`src/rtl/invq_pkg.sv`:
```
package invq_pkg;
  localparam int IDX_W = 15;
  localparam logic [63:0] IDX_FIELD = 64'h7FFF0;
  localparam logic [3:0] T_IEC  = 4'd4;
  localparam logic [3:0] T_WAIT = 4'd5;

  localparam logic [1:0] SEL_QADDR = 2'd0;
  localparam logic [1:0] SEL_TAIL  = 2'd1;
  localparam logic [1:0] SEL_HEAD  = 2'd2;
  localparam logic [1:0] SEL_FAULT = 2'd3;

  typedef enum logic [1:0] {D_NOP, D_WAIT, D_BAD} dkind_e;
  typedef enum logic [1:0] {W_IDLE, W_FETCH, W_STATUS} wstate_e;

  typedef struct packed {
    dkind_e      kind;
    logic        want_status;
    logic        want_event;
    logic [31:0] sdata;
    logic [63:0] saddr;
  } dinfo_t;
endpackage

```
`src/rtl/invq_decode.sv`:
```
module invq_decode
  import invq_pkg::*;
(
  input  logic [127:0] desc,
  output dinfo_t       info
);
  logic [3:0] ty;
  assign ty = desc[3:0];

  always_comb begin
    info.sdata       = desc[63:32];
    info.saddr       = {desc[127:66], 2'b00};
    info.want_status = 1'b0;
    info.want_event  = 1'b0;
    if (ty == T_IEC) begin
      info.kind = D_NOP;
    end else if (ty == T_WAIT) begin
      info.kind        = D_WAIT;
      info.want_status = desc[5];
      info.want_event  = desc[4];
    end else begin
      info.kind = D_BAD;
    end
  end
endmodule

```
`src/rtl/invq_regs.sv`:
```
module invq_regs
  import invq_pkg::*;
#(
  parameter int ADDR_W     = 39,
  parameter int BASE_ORDER = 8
) (
  input  logic              clk,
  input  logic              rst,
  input  logic              we,
  input  logic [1:0]        sel,
  input  logic [63:0]       wdata,
  input  logic [IDX_W-1:0]  head,
  input  logic              err_set,
  output logic [ADDR_W-13:0] base,
  output logic [IDX_W-1:0]  idx_mask,
  output logic [IDX_W-1:0]  tail,
  output logic              qerr,
  output logic [63:0]       rdata
);
  localparam logic [63:0] ADDR_KEEP = (64'd1 << ADDR_W) - 64'd1;

  logic [ADDR_W-1:0] qaddr_q;
  logic [2:0]        qs;
  logic [IDX_W:0]    entries;
  logic              qaddr_ok, tail_ok;

  assign qs       = qaddr_q[2:0];
  assign base     = qaddr_q[ADDR_W-1:12];
  assign entries  = (IDX_W+1)'(1) << (BASE_ORDER + int'(qs));
  assign idx_mask = IDX_W'(entries - (IDX_W+1)'(1));

  assign qaddr_ok = (wdata[11:3] == 9'd0) && ((wdata & ~ADDR_KEEP) == 64'd0);
  assign tail_ok  = ((wdata & ~IDX_FIELD) == 64'd0) &&
                    ({1'b0, wdata[18:4]} < entries);

  always_ff @(posedge clk) begin
    if (rst) begin
      qaddr_q <= '0;
      tail    <= '0;
      qerr    <= 1'b0;
      rdata   <= '0;
    end else begin
      if (we && sel == SEL_QADDR && qaddr_ok) qaddr_q <= wdata[ADDR_W-1:0];
      if (we && sel == SEL_TAIL && tail_ok)   tail    <= wdata[18:4];
      if (err_set)
        qerr <= 1'b1;
      else if (we && sel == SEL_FAULT && wdata[4])
        qerr <= 1'b0;
      case (sel)
        SEL_QADDR: rdata <= 64'(qaddr_q);
        SEL_TAIL:  rdata <= 64'({tail, 4'b0000});
        SEL_HEAD:  rdata <= 64'({head, 4'b0000});
        default:   rdata <= 64'({qerr, 4'b0000});
      endcase
    end
  end

  // a write touching reserved bits leaves the queue address alone
  p_qaddr_rsvd_kept_r2: assert property (@(posedge clk) disable iff (rst)
    we && sel == SEL_QADDR && (wdata[11:3] != 9'd0) |=> $stable(qaddr_q));
  // a tail write with bits outside the index field is dropped
  p_tail_rsvd_kept_r3: assert property (@(posedge clk) disable iff (rst)
    we && sel == SEL_TAIL && ((wdata & ~IDX_FIELD) != 64'd0) |=> $stable(tail));
  // the error flag is sticky until a write with bit 4 set
  p_err_sticky_r10: assert property (@(posedge clk) disable iff (rst)
    qerr && !(we && sel == SEL_FAULT && wdata[4]) |=> qerr);
endmodule

```
`src/rtl/invq_walker.sv`:
```
module invq_walker
  import invq_pkg::*;
#(
  parameter int ADDR_W = 39
) (
  input  logic               clk,
  input  logic               rst,
  input  logic [ADDR_W-13:0] base,
  input  logic [IDX_W-1:0]   idx_mask,
  input  logic [IDX_W-1:0]   tail,
  input  logic               qerr_i,
  output logic [IDX_W-1:0]   head_o,
  output logic               dr_req_o,
  output logic [ADDR_W-1:0]  dr_addr_o,
  input  logic               dr_ack_i,
  input  logic [127:0]       dr_data_i,
  output logic               sw_req_o,
  output logic [ADDR_W-1:0]  sw_addr_o,
  output logic [31:0]        sw_data_o,
  input  logic               sw_ack_i,
  output logic               evt_req_o,
  output logic               err_set_o
);
  wstate_e           st;
  dinfo_t            info;
  logic [IDX_W-1:0]  nxt;
  logic [ADDR_W-1:0] slot_addr;

  invq_decode u_dec (.desc(dr_data_i), .info(info));

  assign nxt       = (head_o + IDX_W'(1)) & idx_mask;
  assign slot_addr = {base, 12'h000} + ADDR_W'({head_o, 4'b0000});

  always_ff @(posedge clk) begin
    if (rst) begin
      st        <= W_IDLE;
      head_o    <= '0;
      dr_req_o  <= 1'b0;
      dr_addr_o <= '0;
      sw_req_o  <= 1'b0;
      sw_addr_o <= '0;
      sw_data_o <= '0;
      evt_req_o <= 1'b0;
      err_set_o <= 1'b0;
    end else begin
      evt_req_o <= 1'b0;
      err_set_o <= 1'b0;
      case (st)
        W_IDLE: begin
          if (!qerr_i && !err_set_o && head_o != tail) begin
            dr_req_o  <= 1'b1;
            dr_addr_o <= slot_addr;
            st        <= W_FETCH;
          end
        end
        W_FETCH: begin
          if (dr_ack_i) begin
            dr_req_o <= 1'b0;
            case (info.kind)
              D_NOP: begin
                head_o <= nxt;
                st     <= W_IDLE;
              end
              D_WAIT: begin
                evt_req_o <= info.want_event;
                if (info.want_status) begin
                  sw_req_o  <= 1'b1;
                  sw_addr_o <= info.saddr[ADDR_W-1:0];
                  sw_data_o <= info.sdata;
                  st        <= W_STATUS;
                end else begin
                  head_o <= nxt;
                  st     <= W_IDLE;
                end
              end
              default: begin
                err_set_o <= 1'b1;
                st        <= W_IDLE;
              end
            endcase
          end
        end
        default: begin
          if (sw_ack_i) begin
            sw_req_o <= 1'b0;
            head_o   <= nxt;
            st       <= W_IDLE;
          end
        end
      endcase
    end
  end

  // a read request stays up with a steady address until acknowledged
  p_fetch_held_r4: assert property (@(posedge clk) disable iff (rst)
    dr_req_o && !dr_ack_i |=> dr_req_o && $stable(dr_addr_o));
  // no fetch starts while the error flag is up
  p_no_fetch_in_error_r9: assert property (@(posedge clk) disable iff (rst)
    qerr_i && !dr_req_o |=> !dr_req_o);
  // the head does not move on a faulting descriptor
  p_head_frozen_r8: assert property (@(posedge clk) disable iff (rst)
    err_set_o |-> $stable(head_o));
  // completion event is a single-cycle pulse
  p_evt_pulse_r7: assert property (@(posedge clk) disable iff (rst)
    evt_req_o |=> !evt_req_o);
  // status writes are word aligned
  p_status_aligned_r6: assert property (@(posedge clk) disable iff (rst)
    sw_req_o |-> sw_addr_o[1:0] == 2'b00);
endmodule

```
`src/rtl/invq_engine.sv`:
```
module invq_engine
  import invq_pkg::*;
#(
  parameter int ADDR_W     = 39,
  parameter int BASE_ORDER = 8
) (
  input  logic              clk,
  input  logic              rst,
  input  logic              reg_we,
  input  logic [1:0]        reg_sel,
  input  logic [63:0]       reg_wdata,
  output logic [63:0]       reg_rdata,
  output logic              dr_req,
  output logic [ADDR_W-1:0] dr_addr,
  input  logic              dr_ack,
  input  logic [127:0]      dr_data,
  output logic              sw_req,
  output logic [ADDR_W-1:0] sw_addr,
  output logic [31:0]       sw_data,
  input  logic              sw_ack,
  output logic              evt_req
);
  logic [ADDR_W-13:0] base;
  logic [IDX_W-1:0]   idx_mask, tail, head;
  logic               qerr, err_set;

  invq_regs #(.ADDR_W(ADDR_W), .BASE_ORDER(BASE_ORDER)) u_regs (
    .clk(clk), .rst(rst), .we(reg_we), .sel(reg_sel), .wdata(reg_wdata),
    .head(head), .err_set(err_set), .base(base), .idx_mask(idx_mask),
    .tail(tail), .qerr(qerr), .rdata(reg_rdata)
  );

  invq_walker #(.ADDR_W(ADDR_W)) u_walk (
    .clk(clk), .rst(rst), .base(base), .idx_mask(idx_mask), .tail(tail),
    .qerr_i(qerr), .head_o(head), .dr_req_o(dr_req), .dr_addr_o(dr_addr),
    .dr_ack_i(dr_ack), .dr_data_i(dr_data), .sw_req_o(sw_req),
    .sw_addr_o(sw_addr), .sw_data_o(sw_data), .sw_ack_i(sw_ack),
    .evt_req_o(evt_req), .err_set_o(err_set)
  );

  // nothing is requested in the cycle after reset
  p_quiet_after_reset_r1: assert property (@(posedge clk)
    $fell(rst) |-> !dr_req && !sw_req && !evt_req);
endmodule

```
`config.mk`:
```
export PLATFORM = sky130hd
export DESIGN_NAME = invq_engine
export DESIGN_NICKNAME = d
export VERILOG_FILES = /design/src/rtl/invq_pkg.sv /design/src/rtl/invq_decode.sv /design/src/rtl/invq_regs.sv /design/src/rtl/invq_walker.sv /design/src/rtl/invq_engine.sv
export SDC_FILE = /design/constraint.sdc
export NUM_CORES = 1
export LEC_CHECK = 0
export BUFFER_PORTS_ARGS = -buffer_cell sky130_fd_sc_hd__buf_2
export CORE_AREA = 2 2 146 148
export CTS_BUF_LIST = sky130_fd_sc_hd__clkbuf_8
export CTS_CLUSTER_SIZE = 24
export DETAILED_ROUTE_END_ITERATION = 8
export DIE_AREA = 0 0 148 150
export GPL_TIMING_DRIVEN = 0
export PLACE_DENSITY = 0.82
export SLEW_MARGIN = 10
export SYNTH_ARGS = -nofsm -noshare
export SYNTH_HDL_FRONTEND = slang
export SYNTH_HIERARCHICAL = 1
export SYNTH_SLANG_ARGS = --single-unit
```
`constraint.sdc`:
```
create_clock -name clk -period 4.9 [get_ports clk]
set_input_delay 1.47 -clock clk [delete_from_list [all_inputs] [get_ports clk]]
set_output_delay 1.47 -clock clk [all_outputs]
set_load 0.01 [all_outputs]
```
* Yosys cells after proc, flatten, opt, wreduce, memory -nomap -nowiden
Cells that the tools add are included.
Widths: inputs -> output; s select.
** Cells by class
- Add/subtract/negate cells :: 4
- $lt $le $gt $ge :: 1
- Reduce and logical (&&, ||, !) cells :: 31
- Bitwise logic cells :: 6
- Mux-type cells :: 27
- Shift operators :: 1
- Equal/unequal tests :: 14
** Operators by type and width (count)
- $logic_not 64->1 :: 2
- $pmux 39 s3 :: 1
- $pmux 15 s2 :: 2
- $mux 15 :: 3
- $add 39x19->39 :: 1
- $mux 2 :: 9
- $lt 15x16->1 :: 1
- $shl 1x5->16 const A :: 1
- $add 15x1->15 const B :: 1
- $and 15x15->15 :: 1
- $ne 15x15->1 :: 1
- $sub 15x1->15 const B :: 1
- $logic_and 1x1->1 :: 10
- $reduce_and 5->1 :: 2
- $logic_not 9->1 :: 1
- $mux 1 :: 9
- $eq 4x3->1 const B :: 2
- $eq 2x1->1 const B :: 3
- $logic_not 2->1 :: 3
- $ne 3x3->1 const B :: 2
- $reduce_and 3->1 :: 2
- $reduce_bool 2->1 :: 3
- $reduce_or 6->1 :: 1
- $add 4x3->5 const A :: 1
- other kinds (12) :: 21
** Storage, ports and cells
- Bits in registers :: 248

* Longest topological paths before layout
Gate-level depths: netlist of the first run.
- Word-level depth :: 8
- Gate-level depth with buffers :: 10

* Cells and area by module
The synthesis of the first run kept the hierarchy.
** By module, submodules not included
- invq_walker :: cells an instance 707, area each 5714.2 um^2, times used 1
- invq_regs :: cells an instance 445, area each 4222.8 um^2, times used 1
- invq_decode :: cells an instance 101, area each 758.2 um^2, times used 1

* Least setup slack after synthesis of the first run
Ideal clock, no wire load.
- Kind :: input-to-reg
- Start :: input port reg_wdata[14]
- End :: register u_regs.tail[10]
- Data arrival time :: 3.131 ns
- Path slack :: 1.697 ns
- Cell stages on the path :: 7
- Cells stage by stage :: ha_1 -> o21ai_0 -> a22oi_1 -> a211o_1 -> nor4_4 -> buf_6 -> mux2i_1
** Between the ends
- Longest elaborated chain between the ends :: 3
** RTL lines
- from (decl) :: RTL line invq_engine.sv:11 : input logic [63:0] reg_wdata,
- $lt 15x16->1 :: RTL line invq_regs.sv:34 : ({1'b0, wdata[18:4]} < entries);
- $logic_and 1x1->1 :: RTL line invq_regs.sv:33 : assign tail_ok = ((wdata & ~IDX_FIELD) == 64'd0) &&
- $logic_and 1x1->1 :: RTL line invq_regs.sv:44 : if (we && sel == SEL_TAIL && tail_ok) tail <= wdata[18:4];
- to (signal assigned) :: RTL line invq_regs.sv:44
- to (decl) :: RTL line invq_regs.sv:16 : output logic [IDX_W-1:0] tail,
Parallel ways exist; a longest one is shown, timed or not.
A chain may end at the register's enable or synchronous reset.

* Worst setup path in the final report of the first run
- Start :: register u_regs.qaddr_q[0]
- End :: register u_regs.tail[8]
** Between the ends
- Longest elaborated chain between the ends :: 5
** RTL lines
- from (decl) :: RTL line invq_regs.sv:22 : logic [ADDR_W-1:0] qaddr_q;
- from (signal assigned) :: RTL line invq_regs.sv:43 : if (we && sel == SEL_QADDR && qaddr_ok) qaddr_q <= wdata[ADDR_W-1:0];
- $add 4x3->5 :: RTL line invq_regs.sv:29 : assign entries = (IDX_W+1)'(1) << (BASE_ORDER + int'(qs));
- $shl 1x5->16 :: RTL line invq_regs.sv:29
- $lt 15x16->1 :: RTL line invq_regs.sv:34
- $logic_and 1x1->1 :: RTL line invq_regs.sv:33
- $logic_and 1x1->1 :: RTL line invq_regs.sv:44
No other way between the ends.

==> metrics.log, run 1 <==
[metrics] final design instance area without fill: 12800 um2
[metrics] result of the run: finished clean
[metrics] Sw Share: 0.224
[metrics] aggregate global routing overflow: 0
[metrics] Post-CTS Setup Bufs: 0
[metrics] count of nets after finishing: 1742
[metrics] Maximum Capacitance Violations: 0
[metrics] Clk pin slew, worst setup/hold paths: 0.06 ns
[metrics] DRC viols: 0
[metrics] hold buffers post-CTS: 0
[metrics] Max FO, Critical Path: 10
[metrics] share of total power in sequential cells: 0.503
[metrics] Final Max Slew Viols: 0
[metrics] Skew-Pair Late Insertion Delay: 0.53 ns
[metrics] placed wire-length estimate: 22300 um
[metrics] Sw Pwr: 0.799 mW
[metrics] global-route wire length before repair: 43300 um
[metrics] Post-CTS Resized: 0
[metrics] required time at the endpoint of the critical path: 5.34 ns
[metrics] shortest clock period the worst path allows after layout: 3.13 ns
[metrics] synth warn: 6
[metrics] IO Port Bufs: 224
[metrics] vertical die dimension: 150 um
[metrics] pin count of the biggest net entering global routing: 11
[metrics] CP Class: register to register
[metrics] Final Hold Viols: 0
[metrics] DRC marker count from the first detailed-route iteration: 538
[metrics] area of the core: 20700 um2
[metrics] full die area: 22200 um2
[metrics] kind of launch point of the worst setup path: register
[metrics] ratio of final minimum period to clock period: 0.639
[metrics] routed length per instance: 15.7 um
[metrics] routed wire length: 28600 um
[metrics] Post-Synthesis Cell Area: 10500 um2
[metrics] final setup vio count: 0
[metrics] power density over the cells: 279 nW/um2
[metrics] post-synthesis average cell area: 8.56 um2
[metrics] launch point of the critical path: u_regs/qaddr_q[0]
[metrics] pre-CTS setup slack: 1.28 ns
[metrics] hold path startpoint: u_walk/sw_addr_o[38]
[metrics] buffer depth of the longest clock path: 3
[metrics] smallest setup slack after layout: 1.77 ns
[metrics] headroom to the max-slew limit: 0.323
[metrics] Clock Power Share: 0.444
[metrics] total number of H-tree levels: 2
[metrics] Total Routing Usage GR: 0.243
[metrics] total vias in the final route: 9232
[metrics] Vias per Instance: 5.06
[metrics] clock tree from TritonCTS: done
[metrics] Synth-to-Final Area Change: 22.1%
[metrics] buffer type at the clock tree root: sky130_fd_sc_hd__clkbuf_8
[metrics] Worst Max-Slew Pin Slew: 1.01 ns
[metrics] Data arrival, critical path: 3.57 ns
[metrics] number of ports placed on the die boundary: 376
[metrics] capturing element type of the critical path: register
[metrics] antenna diode count: 0
[metrics] clock tree sinks: 221
[metrics] total negative slack for setup checks: 0 ns
[metrics] number of standard-cell rows in the floorplan: 53
[metrics] starting utilization of the core area: 0.508
[metrics] share of layout cells above drive strength 1: 0.291
[metrics] number of clock buffers inserted by TritonCTS: 37
[metrics] Layout Skew: 0.0166 ns
[metrics] # fillers: 1735
[metrics] Worst R2R Start: u_regs/qaddr_q[0]
[metrics] via count of the first global-routing pass: 8607
[metrics] fraction of power consumed by combinational cells: 0.053
[metrics] gpl congestion: 0.871
[metrics] utilization after layout: 0.620
[metrics] internal power: 2.77 mW
[metrics] worst ir drop on vdd: 0.137 mV
[metrics] residual antenna-violating net count after detailed routing: 0
[metrics] worst min path class: register to register
[metrics] Leak: 5.60 nW
[metrics] Placed Area: 12100 um2
[metrics] horizontal extent of the die: 148 um
[metrics] drt first pass iters: 5
[metrics] antenna violations before repair: 1
[metrics] maximum achievable frequency: 0.319 GHz
[metrics] setup repair after global routing missed its margin: no
[metrics] Gate Count Post-Synth: 1228
## per-layer routing
metal	track usage	wire, um	up-vias
met5	0	11	-
met1	0.292	11700	4199
met4	0.0967	813	2
met3	0.0488	2130	58
li1	-	-	4611
met2	0.427	13900	362
## power groups by stage
stage / Combinational, mW / Sequential [mW] / Clock (mW)
finish: 0.189 / 1.80 / 1.59
global route: 0.205 / 1.80 / 1.70
CTS: 0.187 / 1.80 / 1.62
detailed placement: 0.187 / 1.84 / 0
global placement: 0.185 / 1.84 / 0
floorplan: 0.124 / 1.84 / 0
## worst max-delay path, stage by stage (launching register included)
cell and delay (ns):
sky130_fd_sc_hd__dfxtp_1 0.35, sky130_fd_sc_hd__clkbuf_1 0.23, sky130_fd_sc_hd__or3_1 0.54, sky130_fd_sc_hd__ha_1 0.31, sky130_fd_sc_hd__o21ai_0 0.15, sky130_fd_sc_hd__a22oi_1 0.08, sky130_fd_sc_hd__a211o_1 0.31, sky130_fd_sc_hd__nor4_4 0.62
sky130_fd_sc_hd__buf_6 0.26, sky130_fd_sc_hd__mux2i_1 0.20
## final cells by class
| class | instances | area (um2) | share of cell area |
|---|---|---|---|
| tap | 275 | 344 | 0.0268 |
| inverter | 11 | 41.3 | 0.00322 |
| timing repair buffer | 224 | 1120 | 0.0874 |
| buffer | 219 | 1400 | 0.109 |
| sequential | 221 | 4420 | 0.345 |
| clock inverter | 16 | 97.6 | 0.00761 |
| clock buffer | 45 | 619 | 0.0483 |
| multi-input combinational | 812 | 4780 | 0.373 |
## flip-flops by register name, summed over array words and instances, names as in the netlist
name,count
u_walk/sw_data_o,32
u_regs/qaddr_q,39
u_walk/st,2
u_walk/sw_req_o,1
u_walk/head_o,15
u_walk/sw_addr_o,39
u_walk/err_set_o,1
u_walk/dr_addr_o,35
u_walk/dr_req_o,1
u_regs/tail,15
u_walk/evt_req_o,1
u_regs/qerr,1
u_regs/rdata,39
## layout by cell type (no fill, tap or decap), drive strengths merged, types with 20 or more instances in the layout
cell type and count:
nor2 82, conb 39, buf 382, clkbuf 106, a21oi 141, nand3 30
nor4 20, dfxtp 221, nand2 162, xor2 25, o21ai 27, mux2i 59
nand2b 31, and2 37
## final timing paths
kind	endpoint	slack, ns	cells past startpoint
min reg2reg	u_walk/sw_addr_o[38]	0.45	2
max	u_regs/tail[8]	1.77	9
max reg2reg	u_regs/tail[8]	1.77	9
min	u_walk/sw_addr_o[38]	0.45	2
## per-stage QoR
step           cells  power [mW]  hold slack (ns)
5_1_grt         1823        3.70            0.472
3_5_place_dp    1762        2.02            0.443
2_1_floorplan   1263        1.96            0.421
4_1_cts         1823        3.60            0.451
3_3_place_gp    1762        2.02            0.437
6_report        1823        3.57            0.450
(Power assumes the default switching activity.)
==> run 2: changes to the inputs <==
--- a/config.mk
+++ b/config.mk
@@ -6,11 +6,11 @@
 export NUM_CORES = 1
 export LEC_CHECK = 0
 export BUFFER_PORTS_ARGS = -buffer_cell sky130_fd_sc_hd__buf_2
-export CORE_AREA = 2 2 146 148
+export CORE_MARGIN = 2
+export CORE_UTILIZATION = 52
 export CTS_BUF_LIST = sky130_fd_sc_hd__clkbuf_8
 export CTS_CLUSTER_SIZE = 24
 export DETAILED_ROUTE_END_ITERATION = 8
-export DIE_AREA = 0 0 148 150
 export GPL_TIMING_DRIVEN = 0
 export PLACE_DENSITY = 0.82
 export SLEW_MARGIN = 10
==> constraint.sdc (replaced) <==
create_clock -name clk -period 2.95 [get_ports clk]
set_input_delay 0.885 -clock clk [delete_from_list [all_inputs] [get_ports clk]]
set_output_delay 0.885 -clock clk [all_outputs]
set_load 0.01 [all_outputs]
==> run 2 against run 1 <==
Via count is 0.70% higher; register-to-register slack worse by 1.6 ns; core utilization is 3.6 points higher; hold slack hardly changed; clock power is 79% higher; final cell count is 0.38% lower; sequential power is 66% higher; critical path depth is 1 higher; count of clock-buffer cells in the layout is 6 higher; clock skew is 0.012 ns higher; critical path type unchanged.
==> metrics.log, run 2 (synthesized netlist as in run 1, its figures left out) <==
[metrics] total number of H-tree levels: 2 (unchanged)
[metrics] result of the run: finished clean
[metrics] placed wire-length estimate: 22300 um (+0.41%)
[metrics] worst ir drop on vdd: 0.326 mV (+140%)
[metrics] Placed Area: 12100 um2 (-0.14%)
[metrics] headroom to the max-slew limit: 0.277 (-0.0458)
[metrics] hold path cells: 2 (unchanged)
[metrics] worst reg2reg setup slack: 0.16 ns (-1.60 ns)
[metrics] final setup vio count: 0 (unchanged)
[metrics] fraction of power consumed by combinational cells: 0.051 (-0.002)
[metrics] starting utilization of the core area: 0.535 (+0.0268)
[metrics] Data arrival, critical path: 3.21 ns (-0.36 ns)
[metrics] utilization after layout: 0.656 (+0.0362)
[metrics] Final Max Slew Viols: 0 (unchanged)
[metrics] clock tree sinks: 221 (unchanged)
[metrics] DRC viols: 0 (unchanged)
[metrics] final design instance area without fill: 12900 um2 (+0.54%)
[metrics] area of the core: 19700 um2 (-5.0%)
[metrics] Sw Share: 0.224 (+0.000456)
[metrics] routed length per instance: 16.0 um (+2.2%)
[metrics] power density over the cells: 477 nW/um2 (+71%)
[metrics] Max FO, Critical Path: 10 (unchanged)
[metrics] ratio of final minimum period to clock period: 0.944 (+0.305)
[metrics] antenna violations before repair: 1 (unchanged)
[metrics] Clock Power Share: 0.463 (+0.019)
[metrics] worst min path class: register to register
[metrics] gpl congestion: 0.868 (-0.33%)
[metrics] Synth-to-Final Area Change: 22.7%
[metrics] full die area: 21400 um2 (-3.8%)
[metrics] post-route non-filler standard cell count: 1816 (-0.38%)
[metrics] internal power: 4.77 mW (+72%)
[metrics] via count of the first global-routing pass: 8939 (+3.9%)
[metrics] pre-CTS setup slack: -0.374 ns (-1.66 ns)
[metrics] Clk pin slew, worst setup/hold paths: 0.06 ns (about the same)
[metrics] kind of launch point of the worst setup path: register
[metrics] commonest cells after routing, fill and taps aside: sky130_fd_sc_hd__buf_2 (232), sky130_fd_sc_hd__dfxtp_1 (221), sky130_fd_sc_hd__nand2_1 (162)
[metrics] Final Hold Viols: 0 (unchanged)
[metrics] depth of the worst register-to-register path: 10 (+1)
[metrics] Worst Max-Slew Pin Slew: 1.08 ns (+0.0681 ns)
[metrics] Total Routing Usage GR: 0.263 (+0.0196)
[metrics] antenna diode count: 0 (unchanged)
[metrics] maximum achievable frequency: 0.359 GHz (+12%)
[metrics] area taken by flip-flops and latches: 4420 um2 (unchanged)
[metrics] # fillers: 1664 (-4.1%)
[metrics] count of nets after finishing: 1743 (+0.057%)
[metrics] capturing element type of the critical path: register
[metrics] vertical die dimension: 146 um (-2.6%)
[metrics] hold buffers post-CTS: 0 (unchanged)
[metrics] Maximum Capacitance Violations: 0 (unchanged)
[metrics] routed wire length: 29100 um (+1.8%)
[metrics] Worst R2R Start: u_regs/qaddr_q[12]
[metrics] required time at the endpoint of the critical path: 3.37 ns (-1.97 ns)
[metrics] CP Class: register to register
[metrics] DRC marker count from the first detailed-route iteration: 583 (+8.4%)
[metrics] Inst Count DP: 1752 (-0.57%)
[metrics] share of total power in sequential cells: 0.485 (-0.018)
[metrics] buffer type at the clock tree root: sky130_fd_sc_hd__clkbuf_8
[metrics] buffer depth of the longest clock path: 3 (unchanged)
[metrics] Leak: 5.63 nW (+0.62%)
[metrics] pin count of the biggest net entering global routing: 11 (unchanged)
[metrics] Skew-Pair Late Insertion Delay: 0.53 ns (about the same)
[metrics] area occupied by multi-input gates: 4790 um2 (+0.10%)
[metrics] number of clock buffers inserted by TritonCTS: 37 (unchanged)
[metrics] smallest setup slack after layout: 0.164 ns (-1.60 ns)
[metrics] number of standard-cell rows in the floorplan: 51 (-3.8%)
[metrics] Sw Pwr: 1.38 mW (+72%)
[metrics] total vias in the final route: 9297 (+0.70%)
[metrics] capture point of the critical path: u_walk/dr_addr_o[24]
[metrics] launch point of the critical path: u_regs/qaddr_q[12]
[metrics] capturing point of the worst reg2reg path: u_walk/dr_addr_o[24]
[metrics] horizontal extent of the die: 146 um (-1.2%)
[metrics] residual antenna-violating net count after detailed routing: 0 (unchanged)
[metrics] Vias per Instance: 5.12 (+1.1%)
[metrics] number of ports placed on the die boundary: 376 (unchanged)
[metrics] registers with the most flip-flops: u_regs/qaddr_q: 39 flops, u_regs/rdata: 39 flops, u_walk/sw_addr_o: 39 flops
[metrics] shortest clock period the worst path allows after layout: 2.79 ns (-0.345 ns)
[metrics] worst hold slack: 0.451 ns (+0.000434 ns)
[metrics] aggregate global routing overflow: 0 (unchanged)
[metrics] share of layout cells above drive strength 1: 0.295 (+0.00460)
[metrics] drt first pass iters: 7 (+2)
[metrics] Layout Skew: 0.0285 ns (+0.0119 ns)
[metrics] setup repair after global routing missed its margin: no
[metrics] IO Port Bufs: 224 (unchanged)
[metrics] global-route wire length before repair: 45700 um (+5.6%)
[metrics] clock tree from TritonCTS: done
[metrics] commonest non-fill, non-tap cell in the layout: sky130_fd_sc_hd__buf_2
[run 2: routing by layer]
metal,vias up,GRT usage,routed length [um],part of all wire
met5,-,0,13,0.00045
met4,2,0.100,830,0.029
met3,61,0.0441,2030,0.070
met2,370,0.467,14400,0.49
met1,4267,0.318,11800,0.41
li1,4597,-,-,-
[run 2: worst min-delay path by stage]
stage,startpoint,end
after floorplan,u_regs/qaddr_q[3],u_regs/qaddr_q[3]
after global placement,u_regs/qaddr_q[3],u_regs/rdata[3]
after detailed placement,u_walk/sw_data_o[25],u_walk/sw_data_o[25]
after CTS,u_walk/sw_data_o[25],u_walk/sw_data_o[25]
after global routing,u_walk/sw_addr_o[12],u_walk/sw_addr_o[12]
final,u_walk/sw_data_o[14],u_walk/sw_data_o[14]
[run 2: cell type report]
cell class | count | share of cell area
Clock inverter | 12 | 0.00640
Sequential cell | 221 | 0.343
Timing Repair Buffer | 225 | 0.0875
Clock buffer | 51 | 0.0544
Multi-Input combinational cell | 812 | 0.371
Tap cell | 265 | 0.0257
Buffer | 219 | 0.108
Inverter | 11 | 0.00320
[run 2: stage by stage]
stage               setup TNS, ns  total power, mW
floorplan                       0             3.26
detailed placement         -23.55             3.36
finish                          0             6.15
global placement           -23.22             3.36
global route                    0             6.36
CTS                             0             6.19
[run 2: what timing repair did]
item                       in CTS  in global routing
setup endpoints to repair      10                  9
buffers inserted                1                  0
pin swaps                       1                  0
resized for setup               0                  4
[run 2: critical path, stage by stage, from the launching register on]
cell and delay (ns):
sky130_fd_sc_hd__dfxtp_1 0.39, sky130_fd_sc_hd__buf_4 0.13, sky130_fd_sc_hd__ha_1 0.19, sky130_fd_sc_hd__inv_1 0.07
sky130_fd_sc_hd__fa_1 0.39, sky130_fd_sc_hd__nor2b_1 0.19, sky130_fd_sc_hd__o31ai_2 0.15, sky130_fd_sc_hd__a21o_1 0.23
sky130_fd_sc_hd__clkbuf_1 0.22, sky130_fd_sc_hd__or3_1 0.43, sky130_fd_sc_hd__a311oi_1 0.31
[run 2: power groups by stage]
stage          Sequential, mW  Combinational [mW]  Clock [mW]
2_1_floorplan            3.05               0.205           0
3_3_place_gp             3.05               0.305           0
3_5_place_dp             3.05               0.308           0
4_1_cts                  2.98               0.310        2.89
5_1_grt                  2.98               0.340        3.04
6_report                 2.98               0.314        2.85
